$ cat src/rtl/ctx_pkg.sv
package ctx_pkg;

  localparam int PC_W   = 16;
  localparam int FLAG_W = 4;
  localparam int BANK_W = 2;
  localparam int VEC_W  = 6;
  localparam int BASE_W = 8;

  typedef struct packed {
    logic [PC_W-1:0]   pc;
    logic              gie;
    logic [FLAG_W-1:0] flags;
    logic [BANK_W-1:0] bank;
  } ctx_entry_t;

  localparam int ENTRY_W = $bits(ctx_entry_t);

  typedef enum logic [2:0] {
    OP_NONE = 3'd0,
    OP_PUSH = 3'd1,
    OP_POP  = 3'd2,
    OP_EXX  = 3'd3,
    OP_OVF  = 3'd4,
    OP_UNF  = 3'd5
  } ctx_op_e;

  typedef enum logic [1:0] {
    G_KEEP   = 2'd0,
    G_STACK  = 2'd1,
    G_SET    = 2'd2,
    G_CLEAR  = 2'd3
  } gie_code_e;

endpackage

$ cat src/rtl/ctx_lifo.sv
module ctx_lifo #(
  parameter int DEPTH = 12,
  parameter int WIDTH = 23,
  localparam int LVL_W = $clog2(DEPTH + 1),
  localparam int IDX_W = (DEPTH > 1) ? $clog2(DEPTH) : 1
) (
  input  logic             clk,
  input  logic             rst,
  input  logic             wr_en,
  input  logic [WIDTH-1:0] wr_data,
  input  logic             rd_en,
  output logic [WIDTH-1:0] top_data,
  output logic [LVL_W-1:0] level,
  output logic             full,
  output logic             empty
);

  logic [WIDTH-1:0] mem [DEPTH];
  logic [IDX_W-1:0] wr_idx;
  logic [IDX_W-1:0] top_idx;

  assign full    = (level == LVL_W'(DEPTH));
  assign empty   = (level == '0);
  assign wr_idx  = IDX_W'(level);
  assign top_idx = empty ? '0 : IDX_W'(level - LVL_W'(1));

  // storage has no reset so it maps onto plain RAM
  always_ff @(posedge clk) begin
    if (wr_en && !full) mem[wr_idx] <= wr_data;
  end

  assign top_data = mem[top_idx];

  always_ff @(posedge clk) begin
    if (rst) begin
      level <= '0;
    end else if (wr_en && !full) begin
      level <= level + LVL_W'(1);
    end else if (rd_en && !empty) begin
      level <= level - LVL_W'(1);
    end
  end

endmodule

$ cat src/rtl/ctx_arb.sv
module ctx_arb
  import ctx_pkg::*;
(
  input  logic    push_req,
  input  logic    pop_req,
  input  logic    exx_req,
  input  logic    full,
  input  logic    empty,
  output ctx_op_e op
);

  always_comb begin
    op = OP_NONE;
    if (push_req)     op = full  ? OP_OVF : OP_PUSH;
    else if (pop_req) op = empty ? OP_UNF : OP_POP;
    else if (exx_req) op = OP_EXX;
  end

endmodule

$ cat src/rtl/ctx_gie_sel.sv
module ctx_gie_sel
  import ctx_pkg::*;
(
  input  ctx_op_e    op,
  input  logic       cur_gie,
  input  logic       saved_gie,
  input  logic       trap_en,
  input  logic       trap_clr,
  input  logic [1:0] ret_g,
  input  logic [1:0] exx_g,
  output logic       nxt_gie
);

  always_comb begin
    nxt_gie = cur_gie;
    unique case (op)
      OP_PUSH: if (trap_en && trap_clr) nxt_gie = 1'b0;
      OP_POP: begin
        unique case (gie_code_e'(ret_g))
          G_KEEP:  nxt_gie = cur_gie;
          G_STACK: nxt_gie = saved_gie;
          G_SET:   nxt_gie = 1'b1;
          G_CLEAR: nxt_gie = 1'b0;
        endcase
      end
      OP_EXX: begin
        unique case (gie_code_e'(exx_g))
          G_SET:   nxt_gie = 1'b1;
          G_CLEAR: nxt_gie = 1'b0;
          default: nxt_gie = cur_gie;
        endcase
      end
      default: nxt_gie = cur_gie;
    endcase
  end

endmodule

$ cat src/rtl/ctx_stack.sv
module ctx_stack
  import ctx_pkg::*;
#(
  parameter int DEPTH = 12,
  localparam int LVL_W = $clog2(DEPTH + 1),
  localparam int PAD_W = PC_W - BASE_W - VEC_W
) (
  input  logic              clk,
  input  logic              rst,
  input  logic              push_req,
  input  logic [PC_W-1:0]   push_pc,
  input  logic [FLAG_W-1:0] push_flags,
  input  logic              trap_en,
  input  logic [VEC_W-1:0]  trap_vec,
  input  logic              trap_clr_gie,
  input  logic [BASE_W-1:0] int_base_hi,
  input  logic              pop_req,
  input  logic [1:0]        pop_g,
  input  logic              pop_rf,
  input  logic              exx_req,
  input  logic [BANK_W-1:0] exx_bank,
  input  logic [1:0]        exx_g,
  output logic              pc_load,
  output logic [PC_W-1:0]   pc_target,
  output logic              gie,
  output logic [BANK_W-1:0] bank_sel,
  output logic              flags_load,
  output logic [FLAG_W-1:0] flags_out,
  output logic              ovf_err,
  output logic              unf_err
);

  ctx_op_e             op;
  ctx_entry_t          wr_entry;
  ctx_entry_t          top_entry;
  logic [ENTRY_W-1:0]  top_raw;
  logic [LVL_W-1:0]    level;
  logic                full;
  logic                empty;
  logic                nxt_gie;
  logic [PC_W-1:0]     trap_addr;

  assign wr_entry  = '{pc: push_pc, gie: gie, flags: push_flags, bank: bank_sel};
  assign top_entry = ctx_entry_t'(top_raw);
  assign trap_addr = {int_base_hi, {PAD_W{1'b0}}, trap_vec};

  ctx_arb u_arb (
    .push_req (push_req),
    .pop_req  (pop_req),
    .exx_req  (exx_req),
    .full     (full),
    .empty    (empty),
    .op       (op)
  );

  ctx_lifo #(.DEPTH(DEPTH), .WIDTH(ENTRY_W)) u_lifo (
    .clk      (clk),
    .rst      (rst),
    .wr_en    (op == OP_PUSH),
    .wr_data  (wr_entry),
    .rd_en    (op == OP_POP),
    .top_data (top_raw),
    .level    (level),
    .full     (full),
    .empty    (empty)
  );

  ctx_gie_sel u_gie (
    .op        (op),
    .cur_gie   (gie),
    .saved_gie (top_entry.gie),
    .trap_en   (trap_en),
    .trap_clr  (trap_clr_gie),
    .ret_g     (pop_g),
    .exx_g     (exx_g),
    .nxt_gie   (nxt_gie)
  );

  always_ff @(posedge clk) begin
    if (rst) begin
      pc_load    <= 1'b0;
      pc_target  <= '0;
      gie        <= 1'b0;
      bank_sel   <= '0;
      flags_load <= 1'b0;
      flags_out  <= '0;
      ovf_err    <= 1'b0;
      unf_err    <= 1'b0;
    end else begin
      pc_load    <= 1'b0;
      flags_load <= 1'b0;
      ovf_err    <= (op == OP_OVF);
      unf_err    <= (op == OP_UNF);
      gie        <= nxt_gie;
      unique case (op)
        OP_PUSH: begin
          if (trap_en) begin
            pc_load   <= 1'b1;
            pc_target <= trap_addr;
          end
        end
        OP_POP: begin
          pc_load   <= 1'b1;
          pc_target <= top_entry.pc;
          if (pop_rf) begin
            flags_load <= 1'b1;
            flags_out  <= top_entry.flags;
            bank_sel   <= top_entry.bank;
          end
        end
        OP_EXX:  bank_sel <= exx_bank;
        default: ;
      endcase
    end
  end

endmodule

$ cat config.mk
export PLATFORM = sky130hd
export DESIGN_NAME = ctx_stack
export DESIGN_NICKNAME = d
export VERILOG_FILES = /design/src/rtl/ctx_pkg.sv /design/src/rtl/ctx_lifo.sv /design/src/rtl/ctx_arb.sv /design/src/rtl/ctx_gie_sel.sv /design/src/rtl/ctx_stack.sv
export SDC_FILE = /design/constraint.sdc
export NUM_CORES = 1
export LEC_CHECK = 0
export BUFFER_PORTS_ARGS = -buffer_cell sky130_fd_sc_hd__buf_2
export CORE_ASPECT_RATIO = 1.25
export CORE_MARGIN = 4
export CORE_UTILIZATION = 35
export CTS_CLUSTER_DIAMETER = 60
export DETAILED_ROUTE_END_ITERATION = 6
export SLEW_MARGIN = 20
export SYNTH_ARGS = -nofsm -noshare
export SYNTH_HDL_FRONTEND = slang
export SYNTH_HIERARCHICAL = 1
export SYNTH_SLANG_ARGS = --single-unit
$ cat constraint.sdc
create_clock -name clk -period 15.7 [get_ports clk]
set_clock_uncertainty 0.15 [all_clocks]
set_input_delay 3.14 -clock clk [delete_from_list [all_inputs] [get_ports clk]]
set_output_delay 3.14 -clock clk [all_outputs]
set_load 0.01 [all_outputs]
# [After elaboration in Yosys (flattened, before gate mapping)]
# Memories as Yosys holds them, arrays and structs flattened.
# Cells that the tools add are included.
# W data, S select, Z words.
[classes] n_addsub=2 mux=21 eq_ne=16 n_bitwise=1 reduce_logical=16
[op_table] operator="$pmux W16 S2" count=1
[op_table] operator="$mux W16" count=1
[op_table] operator="$mux W3" count=4
[op_table] operator="$mux W4" count=3
[op_table] operator="$eq A2 B2 Y1 const B" count=4
[op_table] operator="$eq A3 B2 Y1 const B" count=2
[op_table] operator="$eq A3 B3 Y1 const B" count=2
[op_table] operator="$ne A2 B2 Y1 const B" count=3
[op_table] operator="$pmux W1 S3" count=2
[op_table] operator="$reduce_and A2 Y1" count=3
[op_table] operator="$reduce_bool A2 Y1" count=3
[op_table] operator="$mux W1" count=5
[op_table] operator="$add A4 B1 Y4 const B" count=1
[op_table] operator="$eq A4 B4 Y1 const B" count=1
[op_table] operator="$logic_not A4 Y1" count=1
[op_table] operator="$mux W2" count=2
[op_table] operator="$pmux W1 S2" count=2
[op_table] operator="$pmux W2 S2" count=1
[op_table] operator="$reduce_and A4 Y1" count=1
[op_table] operator="$sub A4 B1 Y4 const B" count=1
[op_table] operator="$eq A3 B1 Y1 const B" count=1
[op_table] operator="$logic_and A1 B1 Y1" count=3
[op_table] operator="$ne A3 B1 Y1 const B" count=1
[op_table] operator="$reduce_bool A3 Y1" count=1
[op_table] operator="other kinds (6)" count=7
[word_totals] register_bits=31 ramBits=276 input_bits=48 mem_count=1 wordCells=66 output_inout_bits=27
[memory_table] memory="u_lifo.mem" depth=12 word_bits=23 read_ports=1 rd_ports_with_merged_regs=0 wr=1 line_no="ctx_lifo.sv:18" text="logic [WIDTH-1:0] mem [DEPTH];"

# [Longest topological paths before layout]
[logic_depth] word_depth=8 ltp_mapped=21 ltp_nobuf=12

# [Modules after synthesis]
# The synthesis kept the hierarchy.
[by_module_without_submodules] module="ctx_lifo" cells_each=697 instances=1 seq_area_each_um2=8368.0 area_each_um2=11438.5
[by_module_without_submodules] module="ctx_stack" cells_each=120 instances=1 seq_area_each_um2=540.5 area_each_um2=1178.6
[by_module_without_submodules] module="ctx_gie_sel" cells_each=12 instances=1 seq_area_each_um2=0.0 area_each_um2=83.8
[by_module_without_submodules] module="ctx_arb" cells_each=7 instances=1 seq_area_each_um2=0.0 area_each_um2=50.0

# [Worst setup path after synthesis]
# OpenSTA, ideal clock, no wires.
[synth_timing] path_kind="in2reg" from="input port pop_req" to="memory u_lifo.mem[0][0], enable pin" required_time_ns=15.118 t_arrival_ns=6.077 path_buffers=1 setup_time_ns=0.432 setup_slack_ns=9.041 path_stages=6 cell_sequence="nand2b_4 -> a21boi_1 -> nor3b_1 -> clkbuf_1 -> nand2_1 -> nor3_1"
[synth_via] elab_chain_len=6
[synth_lines] element="start, declared" line_no="ctx_stack.sv:17" text="input logic pop_req,"
[synth_lines] element="$mux W3" line_no="ctx_arb.sv:15" text="else if (pop_req) op = empty ? OP_UNF : OP_POP;"
[synth_lines] element="$mux W3" line_no="ctx_arb.sv:14" text="if (push_req) op = full ? OP_OVF : OP_PUSH;"
[synth_lines] element="via op[0]" line_no="ctx_stack.sv:33" text="ctx_op_e op;"
[synth_lines] element="$eq A3 B1 Y1" line_no="ctx_stack.sv:59" text=".wr_en (op == OP_PUSH),"
[synth_lines] element="$logic_and A1 B1 Y1" line_no="ctx_lifo.sv:29" text="if (wr_en && !full) mem[wr_idx] <= wr_data;"
[synth_lines] element="$mux W1" line_no="ctx_lifo.sv:29"
[synth_lines] element="$mux W1 (implied by the code)" line_no="ctx_lifo.sv:29"
[synth_lines] element="end, declared" line_no="ctx_lifo.sv:18"
# The timed path passes the listed nets, and every way through them passes these cells.

# [Final worst setup path]
[layout_timing] from="input port pop_req" to="memory u_lifo.mem[3][15], enable pin"
# Same word-level chain as after synthesis.

==> results.py <==
metrics = {
    "synth": {
        "ys_seq_elements": 307,
        "synth-compound-area-share_pct": 11.48,
        "synth_fa_ha_area_share_pct": 0.4906,
        "synth_top_family_by_area": "compound AO/OA/AOI/OAI gates",
        "synth_edf_count": 276,
        "synth-xor-area-share_pct": 0.06869,
        "synth-simple-area-share_pct": 7.124,
        "synth_seq_area_share_pct": 69.87,
        "postSynthAreaPerCell_um2": 15.25,
        "ys_warn_count": 6,
        "async_flop_share_pct": 0,
        "synth_cell_types": 63,
        "syn_area_mm2": 0.01275,
        "syn_inst": 836,
        "synthMuxAreaShare_pct": 7.978,
        "syn_nets": 889,
        "synthFlopType": "edfxtp_1",
    },
    "worst_setup_path": {
        "cp-startpoint": "pop_req",
        "critPathArrivalTime_ns": 5.56,
        "r2r_start": "u_lifo/level[0]",
        "timing_worst_setup_path_type": "input pin to register",
        "r2r_cells": 12,
        "crit_path_end_kind": "register",
        "required_ns": 15.77,
        "ff2ff_setup_slack_ns": 10.84,
        "startpoint_type": "input pin",
        "cp_max_fo": 17,
    },
    "route": {
        "dr.pass1.iters": 5,
        "drt_iter0_markers": 604,
        "vias_per_cell": 5.385,
        "wirelength_um": 30050,
        "wl_per_cell_um": 21.56,
        "drc": 0,
        "vias": 7506,
        "final_antenna_net_count": 0,
    },
    "status": {
        "status": "finished, final reports clean",
    },
    "global_routing": {
        "grt_max_degree": 71,
        "antenna_found_initial": 1,
        "grt_pass1_wl_um": 45920,
        "grt.overflow.total": 0,
        "grt_pass1_vias": 7442,
        "gr-usage-all-layers_pct": 14.96,
    },
    "layout": {
        "fin_cells": 1394,
        "filler_cell_count": 3238,
        "seqCellArea_mm2": 0.008912,
        "antenna_cells": 0,
        "multi_input_area_mm2": 0.003522,
        "nets": 953,
        "drive_above_1_share_pct": 24.35,
        "area_delta_synth_final_pct": 13.65,
    },
    "timing": {
        "finalSetupViolCount": 0,
        "layout_min_cycle_time_ns": 5.490,
        "final_max_slew_viol_count": 0,
        "post-route-period-util_pct": 34.97,
        "worst_slew_pin_slew_ns": 0.9008,
        "rsz0062_at_grt": "no",
        "slew_headroom_pct": 39.60,
        "hold_violations": 0,
        "tns_ns": 0,
        "fmax_mhz": 182.2,
    },
    "floorplan": {
        "ios": 75,
        "fp-row-count": 77,
        "die_w_um": 178.7,
        "die_area_mm2": 0.03957,
        "design.core.area_mm2": 0.03565,
        "start_util_pct": 35.77,
        "fp.dieH_um": 221.4,
    },
    "clock_tree": {
        "cts_setup_buffers": 0,
        "cts.sinks": 307,
        "cts_resized": 0,
        "htree_levels": 1,
        "cts-buffers-inserted": 29,
        "path_clk_slew_ns": 0.07,
        "cts_tree": "built",
        "cts-hold-fix-buffers": 0,
        "cts_buffer_depth": 3,
        "worstSkewPairLatency_ns": 0.56,
        "cts-root-buf": "clkbuf_16",
    },
    "power": {
        "p_per_area_mw_per_mm2": 208.2,
        "leakage_nw": 4.793,
        "peakVddDrop_uv": 137.4,
    },
    "place": {
        "placed_cells": 1343,
        "numPortBuffers": 74,
        "gp_congestion": 0.7684,
        "dp_hpwl_um": 17950,
    },
    "worst_hold_path": {
        "min-delay-start": "flags_out[2]",
        "min_path_type": "register to register",
        "min_path_cells": 2,
    },
    "flow_run": {
        "max-cap-violations": 0,
    },
}
## critical path: stages
cell and delay [ns]:
buf_2 0.12, nand2b_4 0.13, a21boi_1 0.64, nor3b_1 0.29, buf_4 0.22, nand2_1 0.14
nor3_2 0.46, buf_4 0.40
## stage by stage
step,worst slack [ns],hold WS [ns],area (um^2),util [%],total power (W)
2_1_floorplan,9.041,0.3305,12750,-,0.001951
3_3_place_gp,9.735,0.2975,13610,38.18,0.002363
3_5_place_dp,9.671,0.2983,13610,38.18,0.002371
4_1_cts,10.24,0.3075,14490,40.65,0.003038
5_1_grt,10.07,0.3405,14490,40.65,0.003183
6_report,10.21,0.3024,14490,40.65,0.003017
## Yosys cell counts (3+ instances only)
master	count	area, um^2
edfxtp_1	276	8288
nand2_1	64	240.2
o21ai_0	61	305.3
dfxtp_1	31	620.6
clkbuf_1	30	112.6
nor2b_1	27	168.9
nor3_1	26	130.1
a31oi_1	24	150.1
mux2i_1	24	240.2
a221o_1	23	230.2
mux4_2	23	518.0
a21o_1	22	165.2
a221oi_1	22	192.7
mux2_2	22	247.7
nor2_1	18	67.56
buf_2	17	85.08
a21oi_1	11	55.05
o21ai_1	11	55.05
o22ai_1	8	50.05
inv_1	7	26.28
nand3_1	7	35.03
nor3_2	7	70.07
o22ai_2	7	87.58
buf_6	6	67.56
buf_1	5	18.77
ha_1	5	62.56
a21oi_2	4	35.03
buf_4	4	30.03
nor4_1	3	18.77
## layer usage
layer  up-vias  global-route usage, %  part of all wire, %
li1       3413                      -                    -
met4         0                  3.939                  1.9
met3        41                  2.356                  6.1
met1      3820                  20.72                   44
met5         -                      0                    0
met2       232                  24.60                   48
## cell families after synthesis
| logic type | after synthesis |
|---|---|
| xor gates and xnor gates | 1 |
| AOI/OAI and AO/OA | 208 |
| buffers and inverters | 73 |
| DFF | 307 |
| muxes | 70 |
| and+or+nand+nor | 172 |
| adders and majority gates | 5 |
## path summary, 6_finish.rpt
kind | to
hold reg to reg | flags_out[2]
hold / removal | flags_out[2]
setup / recovery | u_lifo/mem[3][15]
setup reg to reg | u_lifo/mem[3][15]
## sequential cells by signal, summed over array words and instances, names as in the netlist
name,cells
flags_out,4
u_lifo/level,4
bank_sel,2
pc_target,16
unf_err,1
ovf_err,1
flags_load,1
u_lifo/mem,276
pc_load,1
gie,1
## area by class of cell
class | count | share of cell area (%)
repair buffers | 96 | 3.695
inverters | 10 | 0.3281
flip-flops and latches | 307 | 61.50
clock buffers | 31 | 5.060
multi-input cells | 456 | 24.30
clock inverters | 20 | 1.019
well taps | 474 | 4.093
## layout by cell type, fill, tap and decap left out, drive strengths merged, types with 2 or more instances in the layout
cell / synthesis / final
nor4bb: 2 / 2
a21boi: 2 / 2
mux2i: 24 / 24
a21o: 22 / 22
nand2: 66 / 66
ha: 5 / 5
nor4: 3 / 3
clkinv: 2 / 18
a21oi: 15 / 15
clkbuf: 30 / 31
nand2b: 3 / 3
nor2b: 27 / 27
mux4: 23 / 23
a221oi: 22 / 22
o21ai: 72 / 72
nand4bb: 2 / 2
buf: 33 / 96
inv: 8 / 10
dfxtp: 31 / 31
o22ai: 15 / 15
or3b: 2 / 2
a221o: 23 / 23
bufinv: 0 / 2
edfxtp: 276 / 276
mux2: 23 / 23
a31oi: 24 / 24
o21a: 2 / 2
nor3: 33 / 33
nor2: 19 / 19
nand3: 7 / 7
## report_power, final
part,internal (W),switching (W)
sequential,0.00100,0.0000613
combinational,0.000438,0.000855
clock,0.000368,0.000292
total,0.00181,0.00121
Power figures use the tool's default switching activity.
